<file path="src/rtl/i2cq_pkg.sv">
package i2cq_pkg;
  localparam int unsigned REG_W  = 32;
  localparam int unsigned EN_POS = 0;
  localparam int unsigned AB_POS = 1;

  typedef enum logic [2:0] {
    ST_IDLE, ST_ACTIVE, ST_ABORT_WAIT, ST_ABORT_STOP, ST_DISABLE_WAIT, ST_DONE
  } seq_state_t;

  // Next abort bit: completion clears, a gated write sets, otherwise sticky.
  function automatic logic abort_next(input logic cur, input logic wr,
                                      input logic req, input logic en_now,
                                      input logic done);
    if (done) return 1'b0;
    return cur | (wr & req & en_now);
  endfunction

  // Whether a graceful disable may leave its waiting state.
  function automatic logic disable_exit(input logic is_rx, input logic byte_done,
                                        input logic xfer_done, input logic idle);
    return idle | (is_rx ? byte_done : xfer_done);
  endfunction
endpackage

</file>
<file path="src/rtl/i2cq_ctl_regs.sv">
module i2cq_ctl_regs (
  input  logic clk,
  input  logic rst_n,
  input  logic wr,
  input  logic wr_en_bit,
  input  logic wr_abort_bit,
  input  logic abort_done,
  output logic en_q,
  output logic abort_q
);
  import i2cq_pkg::*;

  always_ff @(posedge clk or negedge rst_n) begin
    if (!rst_n) begin
      en_q    <= 1'b0;
      abort_q <= 1'b0;
    end else begin
      if (wr) en_q <= wr_en_bit;
      abort_q <= abort_next(abort_q, wr, wr_abort_bit, en_q, abort_done);
    end
  end
endmodule

</file>
<file path="src/rtl/i2cq_halt_fsm.sv">
module i2cq_halt_fsm (
  input  logic clk,
  input  logic rst_n,
  input  logic en_q,
  input  logic abort_q,
  input  logic byte_done,
  input  logic xfer_done,
  input  logic idle,
  input  logic is_rx,
  output logic abort_done,
  output logic stop_req,
  output logic tx_flush,
  output logic rx_flush,
  output logic nack_req,
  output logic irq,
  output logic hold
);
  import i2cq_pkg::*;

  seq_state_t state_q, state_d;
  logic       irq_q;

  always_comb begin
    state_d = state_q;
    unique case (state_q)
      ST_IDLE:         if (en_q) state_d = ST_ACTIVE;
      ST_ACTIVE:       if (abort_q) state_d = ST_ABORT_WAIT;
                       else if (!en_q) state_d = ST_DISABLE_WAIT;
      ST_ABORT_WAIT:   if (xfer_done || idle) state_d = ST_ABORT_STOP;
      ST_ABORT_STOP:   state_d = en_q ? ST_ACTIVE : ST_DISABLE_WAIT;
      ST_DISABLE_WAIT: if (disable_exit(is_rx, byte_done, xfer_done, idle))
                         state_d = ST_DONE;
      ST_DONE:         if (idle) state_d = ST_IDLE;
      default:         state_d = ST_IDLE;
    endcase
  end

  always_ff @(posedge clk or negedge rst_n) begin
    if (!rst_n) begin
      state_q <= ST_IDLE;
      irq_q   <= 1'b0;
    end else begin
      state_q <= state_d;
      irq_q   <= (state_q == ST_ABORT_STOP);
    end
  end

  assign abort_done = (state_q == ST_ABORT_STOP);
  assign stop_req   = abort_done;
  assign tx_flush   = (state_q == ST_IDLE) || (state_q == ST_DONE) || abort_done;
  assign rx_flush   = (state_q == ST_IDLE) || (state_q == ST_DONE);
  assign nack_req   = (state_q == ST_DISABLE_WAIT) && is_rx;
  assign irq        = irq_q;
  assign hold       = (state_q != ST_IDLE);
endmodule

</file>
<file path="src/rtl/i2c_halt_seq.sv">
module i2c_halt_seq #(
  parameter int unsigned REG_W = i2cq_pkg::REG_W
) (
  input  logic             clk,
  input  logic             rst_n,
  input  logic             reg_wr,
  input  logic [REG_W-1:0] reg_wdata,
  input  logic             eng_byte_done,
  input  logic             eng_xfer_done,
  input  logic             eng_idle,
  input  logic             eng_is_rx,
  output logic             stop_req,
  output logic             tx_flush,
  output logic             rx_flush,
  output logic             nack_req,
  output logic             abort_irq,
  output logic             status_hold,
  output logic [REG_W-1:0] reg_rdata
);
  import i2cq_pkg::*;

  logic en_q, abort_q, abort_done;
  logic unused_wbits;

  assign unused_wbits = ^reg_wdata;

  i2cq_ctl_regs u_regs (
    .clk          (clk),
    .rst_n        (rst_n),
    .wr           (reg_wr),
    .wr_en_bit    (reg_wdata[EN_POS]),
    .wr_abort_bit (reg_wdata[AB_POS]),
    .abort_done   (abort_done),
    .en_q         (en_q),
    .abort_q      (abort_q)
  );

  i2cq_halt_fsm u_fsm (
    .clk        (clk),
    .rst_n      (rst_n),
    .en_q       (en_q),
    .abort_q    (abort_q),
    .byte_done  (eng_byte_done),
    .xfer_done  (eng_xfer_done),
    .idle       (eng_idle),
    .is_rx      (eng_is_rx),
    .abort_done (abort_done),
    .stop_req   (stop_req),
    .tx_flush   (tx_flush),
    .rx_flush   (rx_flush),
    .nack_req   (nack_req),
    .irq        (abort_irq),
    .hold       (status_hold)
  );

  always_comb begin
    reg_rdata         = '0;
    reg_rdata[EN_POS] = en_q;
    reg_rdata[AB_POS] = abort_q;
  end
endmodule

</file>
<file path="config.mk">
export PLATFORM = sky130hd
export DESIGN_NAME = i2c_halt_seq
export DESIGN_NICKNAME = d
export VERILOG_FILES = /design/src/rtl/i2cq_pkg.sv /design/src/rtl/i2cq_ctl_regs.sv /design/src/rtl/i2cq_halt_fsm.sv /design/src/rtl/i2c_halt_seq.sv
export SDC_FILE = /design/constraint.sdc
export NUM_CORES = 1
export LEC_CHECK = 0
export BUFFER_PORTS_ARGS = -buffer_cell sky130_fd_sc_hd__buf_2
export CELL_PAD_IN_SITES_DETAIL_PLACEMENT = 1
export CELL_PAD_IN_SITES_GLOBAL_PLACEMENT = 1
export CORE_ASPECT_RATIO = 1.25
export CORE_UTILIZATION = 20
export DETAILED_ROUTE_END_ITERATION = 12
export PLACE_DENSITY = 0.84
export SLEW_MARGIN = 20
export SYNTH_ARGS = -nofsm -noshare
export SYNTH_HDL_FRONTEND = slang
export SYNTH_SLANG_ARGS = --single-unit
</file>
<file path="constraint.sdc">
create_clock -name clk -period 2.05 [get_ports clk]
set_input_delay 0.3075 -clock clk [delete_from_list [all_inputs] [get_ports clk]]
set_output_delay 0.3075 -clock clk [all_outputs]
set_load 0.01 [all_outputs]
</file>
==> results.py <==
metrics = {
    "critical_path": {
        "cpPeakStageDelay_ns": 0.51,
        "required_ns": 1.74,
        "crit_path_top_delay_cell": "or3_2",
        "path_max_fanout": 11,
        "start_kind": "flip-flop",
        "end_kind": "output pin",
        "crit_chain": "or3_2 > buf_2",
        "cp_data_arrival_time_ns": 1.38,
        "rrSetupSlack_ns": 0.80,
        "critPathKind": "flip-flop to output pin",
    },
    "power": {
        "combinationalPowerShare_pct": 50.4,
        "power_frac_clock_pct": 15.5,
        "p_leak_uw": 0.000330,
        "power_density_mw_per_mm2": 1170,
        "swShare_pct": 44.6,
        "p_int_uw": 389,
        "irDropWorstVdd_mv": 0.390,
        "switchingPower_uw": 313,
        "p_seq_share_pct": 34.1,
        "power_uw": 702,
    },
    "timing": {
        "max_freq_mhz": 591,
        "slew_violations": 0,
        "fin_skew_ns": 0.00254,
        "setup_viol": 0,
        "fin_crit_sh_pct": 82.5,
        "fin_tns_setup_ns": 0,
        "period_needed_ns": 1.69,
        "hold_violations": 0,
        "hold-worst-slack_ns": 0.303,
        "rsz0062_at_grt": "false",
    },
    "die": {
        "coreArea_mm2": 0.00273,
        "die_h_um": 62.8,
        "dieArea_mm2": 0.00318,
        "die_w_um": 50.7,
        "num_io_pins": 77,
        "fp-row-count": 21,
        "initial_core_util_pct": 21.7,
    },
    "layout": {
        "multi_input_area_um2": 290,
        "final_nets": 126,
        "n_antenna_cell": 0,
        "stdcell_count": 119,
        "fillers": 348,
        "fin_area_um2": 599,
        "seqCellArea_um2": 150,
        "area_delta_synth_final_pct": 1.27,
        "layout-drive-gt1-share_pct": 27.1,
    },
    "clocking": {
        "cts.sinks": 6,
        "cts_setup_buffers": 0,
        "root_buffer": "clkbuf_4",
        "clkLatencyLatePin_ns": 0.24,
        "htreeDepth": 1,
        "numCtsBuffers": 3,
        "cts_max_path_buffers": 2,
        "clk_pin_slew_ns": 0.04,
        "cts_tree": "built",
    },
    "synth": {
        "yosys.area.top_type_share_pct": 40.6,
        "avgSynthCellArea_um2": 8.45,
        "ys_ff_latch": 6,
        "synth_area_leaders": "buf_4, dfrtp_1, nor2_1",
        "synth_seq_area_share_pct": 25.4,
        "syn_inst": 70,
        "syn_area_um2": 592,
        "yosys.cell_types.count": 25,
        "synth_top_cell_by_area": "buf_4",
        "yosysWarnings": 0,
    },
    "grt": {
        "gr-total-overflow": 0,
        "grt_max_degree": 12,
        "grt_pass1_wl_um": 1660,
        "antenna_found_initial": 0,
        "track_usage_pct": 7.11,
        "grt_pass1_vias": 384,
    },
    "route": {
        "drt_iter0_drc": 1,
        "dr.pass1.iters": 2,
        "antenna_left": 0,
        "via_per_inst": 3.55,
        "num_vias": 423,
        "wl_per_cell_um": 8.78,
        "drc": 0,
        "postRouteWirelength_um": 1050,
    },
    "hold_path": {
        "min_path_type": "primary input to flip-flop",
    },
    "flow_run": {
        "drv_cap": 0,
    },
    "place": {
        "place_area_um2": 567,
        "place_hpwl_um": 874,
        "dp.cells": 115,
        "port_buffers": 16,
        "place_congestion": 0.700,
    },
    "run_status": {
        "status": "finished, final reports clean",
    },
}
-- stage by stage --
stage / util (%) / worst slack (ns)
final: 21.9 / 0.359
after global routing: 21.9 / 0.278
after CTS: 21.9 / 0.333
after detailed placement: 20.7 / 0.600
after global placement: 20.7 / 0.633
after floorplan: - / 0.733
-- per-layer routing --
metal,track usage [%],up-vias,wire [um]
li1,-,195,-
met1,6.40,193,383
met2,12.8,35,541
met3,3.65,0,121
met4,3.13,0,0
met5,0,-,0
-- power groups by stage --
| stage | logic (uW) | clock network (uW) | registers (uW) |
|---|---|---|---|
| after detailed placement | 359 | 0 | 241 |
| after floorplan | 353 | 0 | 194 |
| final | 354 | 109 | 239 |
| after global placement | 337 | 0 | 233 |
| after CTS | 362 | 114 | 239 |
| after global routing | 398 | 124 | 249 |
-- cells in the final DEF (no fill, tap or decap), drive strengths merged --
master	n
mux2i	2
nor2b	2
or2	1
nor2	7
clkbuf	3
mux2	1
o32ai	1
o2bb2ai	1
o41ai	1
nand2b	2
nand3	1
inv	1
a31oi	1
nand2	2
xor2	1
dlygate4sd3	1
or3	1
o22ai	1
buf	16
nor3	1
conb	30
dfrtp	6
a22o	1
a21oi	1
-- registers in the layout, indices dropped and copies added, names as in the netlist --
register	flops
u_fsm.irq	1
u_fsm.state_q	3
u_regs.abort_q	1
u_regs.en_q	1
-- critical path, delay by kind of cell (launching register included) --
family / cells / cell delay, ns
and+or+nand+nor: 1 / 0.51
DFF: 1 / 0.48
buffers and inverters: 1 / 0.15
-- layout make-up --
class | instances | share of cell area (%)
clock buffer | 3 | 3.76
sequential | 6 | 25.1
multi-input combinational | 58 | 48.4
tap | 34 | 7.10
timing repair buffer | 17 | 15.0
inverter | 1 | 0.626
-- worst paths after layout --
path / start / to / depth (start not counted)
worst max-delay path: u_fsm.state_q[2] / status_hold / 2
worst max register to register: u_fsm.state_q[2] / u_fsm.state_q[0] / 3
worst min-delay path: reg_wdata[0] / u_regs.en_q / 2
max in group asynchronous: rst_n / u_fsm.state_q[0] / 2
min in group asynchronous: rst_n / u_fsm.irq / 2
worst min register to register: u_regs.abort_q / u_regs.abort_q / 2
-- cell usage after synthesis, drive strengths merged --
master and instances:
a22o 1, nor2b 2, nand2b 2, or3 1, o2bb2ai 1, a31oi 1, inv 1, nand3 1
o32ai 1, mux2i 2, buf 34, or2 1, nand2 2, nor2 7, o41ai 1, conb 1
nor3 1, dfrtp 6, mux2 1, xor2 1, a21oi 1, o22ai 1
-- cell families (layout without fill, tap and decap cells) --
logic type      Yosys count  in the layout  share of synthesized area [%]
flops                     6              6                           25.4
simple gates             17             17                           14.4
buf+inv                  35             21                           44.0
other cells               1             30                          0.634
compound gates            7              7                           8.88
mux                       3              3                           5.29
xor+xnor                  1              1                           1.48
-- repair_timing --
item | in CTS | in global routing
hold buffers | 1 | 0
resized for setup | 0 | 0
endpoints found under the hold margin | 6 | 0
(Power assumes the default switching activity.)
